## config.mk

```make
export PLATFORM = sky130hd
export DESIGN_NAME = rd_engine
export DESIGN_NICKNAME = d
export VERILOG_FILES = /design/src/rtl/rd_engine.sv
export SDC_FILE = /design/constraint.sdc
export NUM_CORES = 1
export LEC_CHECK = 0
export ABC_CLOCK_PERIOD_IN_PS = 4300
export BUFFER_PORTS_ARGS = -buffer_cell sky130_fd_sc_hd__buf_2
export CAP_MARGIN = 20
export CORE_MARGIN = 10
export CORE_UTILIZATION = 53
export CTS_CLUSTER_DIAMETER = 40
export DETAILED_ROUTE_END_ITERATION = 7
export GPL_ROUTABILITY_DRIVEN = 0
export PLACE_DENSITY = 0.84
export SYNTH_ARGS = -nofsm -noshare
export SYNTH_HDL_FRONTEND = slang
export SYNTH_SLANG_ARGS = --single-unit
```

## constraint.sdc

```tcl
create_clock -name clk -period 4.3 [get_ports clk]
set_input_delay 0.43 -clock clk [delete_from_list [all_inputs] [get_ports clk]]
set_output_delay 0.43 -clock clk [all_outputs]
set_load 0.01 [all_outputs]
```

## src/rtl/rd_engine.sv

```systemverilog
module rd_engine #(
  parameter int IDX_W   = 16,
  parameter int DATA_W  = 32,
  parameter int MAX_OUT = 8
) (
  input  logic              clk,
  input  logic              rst_n,
  input  logic              start_i,
  input  logic [IDX_W-1:0]  len_i,
  output logic              addr_valid_o,
  input  logic              addr_ready_i,
  output logic [IDX_W-1:0]  addr_idx_o,
  input  logic              rdat_valid_i,
  output logic              rdat_ready_o,
  input  logic [DATA_W-1:0] rdat_i,
  output logic              res_valid_o,
  input  logic              res_ready_i,
  output logic [DATA_W-1:0] res_data_o,
  output logic [IDX_W-1:0]  res_idx_o,
  output logic              done_o
);
  localparam logic [IDX_W-1:0] CAP = IDX_W'(MAX_OUT);

  logic             busy_q, done_q;
  logic [IDX_W-1:0] len_q, sent_q, got_q;
  logic [IDX_W-1:0] pending;
  logic             addr_fire, data_fire, last_resp;

  assign pending   = sent_q - got_q;
  assign addr_fire = addr_valid_o && addr_ready_i;
  assign data_fire = rdat_valid_i && rdat_ready_o;
  assign last_resp = data_fire && (got_q == len_q - 1'b1);

  assign addr_valid_o = busy_q && (sent_q != len_q) && (pending < CAP);
  assign addr_idx_o   = sent_q;

  assign rdat_ready_o = busy_q && res_ready_i && (pending != '0);
  assign res_valid_o  = busy_q && rdat_valid_i && (pending != '0);
  assign res_data_o   = rdat_i;
  assign res_idx_o    = got_q;
  assign done_o       = done_q;

  always_ff @(posedge clk) begin
    if (!rst_n) begin
      busy_q <= 1'b0;
      done_q <= 1'b0;
      len_q  <= '0;
      sent_q <= '0;
      got_q  <= '0;
    end else begin
      done_q <= 1'b0;
      if (!busy_q) begin
        if (start_i) begin
          len_q  <= len_i;
          sent_q <= '0;
          got_q  <= '0;
          busy_q <= (len_i != '0);
          done_q <= (len_i == '0);
        end
      end else begin
        if (addr_fire) sent_q <= sent_q + 1'b1;
        if (data_fire) got_q  <= got_q + 1'b1;
        if (last_resp) begin
          busy_q <= 1'b0;
          done_q <= 1'b1;
        end
      end
    end
  end

  assert_inflight_cap_R5: assert property (@(posedge clk) disable iff (!rst_n)
    busy_q |-> (pending <= CAP));

  assert_issue_bound_R3: assert property (@(posedge clk) disable iff (!rst_n)
    busy_q |-> (sent_q <= len_q));

  assert_addr_hold_R3: assert property (@(posedge clk) disable iff (!rst_n)
    (addr_valid_o && !addr_ready_i) |=> (addr_valid_o && addr_idx_o == $past(addr_idx_o)));

  assert_done_idle_R2: assert property (@(posedge clk) disable iff (!rst_n)
    done_o |-> !busy_q);

  assert_backpressure_R7: assert property (@(posedge clk) disable iff (!rst_n)
    rdat_ready_o |-> res_ready_i);
endmodule

```

==> flow_summary.json <==
{
  "status": "complete, no violations",
  "dr.pass1.iters": 5,
  "met3_usage": 0.0395,
  "grt_max_degree": 44,
  "clock_latency_ns": 0.31,
  "area_growth_pct": 4.99,
  "irDropWorstVdd_v": 0.000204,
  "holdCritStartpoint": "len_i[15]",
  "ys_seq_area_frac": 0.241,
  "synth_edf_count": 0,
  "clk_pin_slew_ns": 0.09,
  "numPortBuffers": 57,
  "fin_setup_tns_ns": 0,
  "syn_area_mm2": 0.00416,
  "core_mm2": 0.00769,
  "synthesis.nets": 622,
  "drv_slew": 0,
  "synth_cell_types": 56,
  "critical_path.startpoint": "res_idx_o[11]",
  "p_leak_nw": 1.93,
  "dp_hpwl_um": 9390,
  "drt_iter0_markers": 503,
  "vias": 4324,
  "final_layout_size_suffix_gt1_frac": 0.147,
  "rows": 32,
  "cap_violations": 0,
  "drc": 0,
  "fmax_ghz": 0.244,
  "relSlewSlack": 0.391,
  "placed_area_mm2": 0.00424,
  "grt-busiest-layer": "met2",
  "ys_warn_count": 0,
  "use_met1": 0.261,
  "synth_area_per_cell_um2": 7.57,
  "fin_skew_ns": 0.0110,
  "power_density_mw_per_mm2": 280,
  "antenna_cells": 0,
  "path_class": "flip-flop to output port",
  "end_kind": "output port",
  "critPathMaxStageDelay_ns": 0.51,
  "syn_inst": 550,
  "via_per_inst": 6.55,
  "synth_top_area_frac": 0.241,
  "cts_root_buffer": "clkbuf_8",
  "path_max_fanout": 10,
  "grt_use_total": 0.211,
  "cts-buffers-inserted": 5,
  "final_nets": 629,
  "yosys.area.top_type": "dfxtp_1",
  "crit_chain": "inv_1, ha_1, a21oi_1, o22ai_1, a211o_1, nor4_1, or4b_4, a2111oi_4, a31oi_2, buf_2",
  "ios": 122,
  "grt_pass1_vias": 4031,
  "crit_path_top_delay_cell": "or4b_4",
  "cts_max_level": 2,
  "antenna_found_initial": 0,
  "async_reset_ff_frac": 0,
  "grt_overflow": 0,
  "die_area_mm2": 0.0118,
  "setup_viol": 0,
  "final_area_mm2": 0.00437,
  "rsz0062_at_grt": "false",
  "grt_first_pass_wirelength_um": 20500,
  "die_h_um": 109,
  "start_util": 0.541,
  "die-width_um": 109,
  "tightest_slew_ns": 0.910,
  "start_kind": "flip-flop",
  "grtUsageMet2": 0.348,
  "synth_ff_type": "dfxtp_1",
  "fillers": 726,
  "min_period_ns": 4.09,
  "finalHoldViolCount": 0,
  "period_share": 0.952,
  "cts_sinks": 50,
  "r2r_start": "res_idx_o[11]",
  "arrival_ns": 3.66,
  "clockBufferDepth": 2,
  "ant_nets": 0,
  "critical_path_required_ns": 3.87,
  "ys_seq_elements": 50,
  "wl_per_cell_um": 19.2,
  "cts_tree": "done",
  "hold_path.class": "input pin to flip-flop",
  "finalWirelength_um": 12700,
  "synthTopCellsByArea": "dfxtp_1, nand2_1, a21oi_1"
}
-- Yosys cell counts (all sizes together), types with 7 or more instances --
cell and number:
a2111o 9, a21o 7, a21oi 52, a31oi 12, and3 12, buf 40
clkbuf 25, dfxtp 50, ha 18, inv 23, mux2i 9, nand2 74
nand3 23, nand4 16, nor2 12, nor3 10, nor4 15, o2111ai 7
o21ai 12, o31ai 12, or3 7, or4 11, xnor2 13, xor2 26
-- routing by layer --
layer  routed length (um)  part of all wire  up-vias
met1                 5070              0.40     1985
met3                 1120             0.089       70
li1                     -                 -     1997
met5                    0                 0        -
met2                 5940              0.47      272
met4                  547             0.043        0
-- worst max-delay path, delay by kind of cell (launching register included) --
kind,cells,cell delay (ns)
AND/OR/NAND/NOR,2,0.78
adder cells (fa/ha/maj),1,0.43
buffers and inverters,2,0.36
flip-flops,1,0.47
AO/OA/AOI/OAI,5,1.33
-- placed cells by master (no fill, tap or decap), types with 9 or more instances in the layout --
master / count
buf_2: 57
nand3_1: 23
mux2i_1: 9
a2111o_1: 9
a31oi_1: 11
xor2_1: 26
nor2_1: 12
ha_1: 18
dfxtp_1: 50
o31ai_1: 12
nor3_1: 10
or4_1: 11
nor4_1: 15
and3_1: 12
nand2_1: 74
a21oi_1: 52
nand4_1: 15
xnor2_1: 13
inv_1: 23
-- cells by family (layout without fill, tap and decap cells) --
group,after synthesis,after routing,synth area share
flops,50,50,0.241
xor+xnor,39,39,0.0821
compound gates,135,135,0.219
mux,9,9,0.0216
fa+ha+maj,18,18,0.0541
buf+inv,89,97,0.113
simple gates,210,210,0.269
-- where the power goes --
group,internal [mW],total (mW),switching [mW]
Sequential,0.475,0.501,0.0266
Clock,0.172,0.339,0.168
Combinational,0.137,0.381,0.245
Total,0.783,1.22,0.439
-- flip-flops by register name (all words and copies together) (netlist names) --
register	flops
len_q	16
res_idx_o	16
done_o	1
addr_idx_o	16
busy_q	1
-- metrics by stage --
stage               std cells  power, mW  hold WS [ns]  setup WS (ns)   util
global placement          650      0.845         0.507          0.509  0.551
detailed placement        650      0.859         0.512          0.363  0.551
CTS                       658       1.19         0.362          0.179  0.566
floorplan                 550      0.824         0.472          0.952      -
finish                    660       1.22         0.365          0.206  0.568
global route              660       1.28         0.364         0.0250  0.568
-- final cells by class --
cell class | count | area, um^2 | share of cell area
Multi-Input combinational cell | 411 | 2700 | 0.617
Clock buffer | 5 | 68.8 | 0.0158
Clock inverter | 3 | 40.0 | 0.00916
Inverter | 24 | 90.1 | 0.0206
Tap cell | 102 | 128 | 0.0292
Sequential cell | 50 | 1000 | 0.229
Timing Repair Buffer | 65 | 345 | 0.0790
-- what timing repair did --
item                       in CTS  in global routing
buffers inserted                0                  2
setup endpoints to repair       0                  1
gates resized for setup         0                  1
hold buffers                    0                  0
-- final timing paths --
| kind | to | slack (ns) | cells after the start |
|---|---|---|---|
| setup / recovery | res_valid_o | 0.21 | 10 |
| hold / removal | len_q[15] | 0.36 | 3 |
| setup reg to reg | addr_idx_o[6] | 0.26 | 12 |
| hold reg to reg | len_q[15] | 0.53 | 2 |
(Power assumes the default switching activity.)
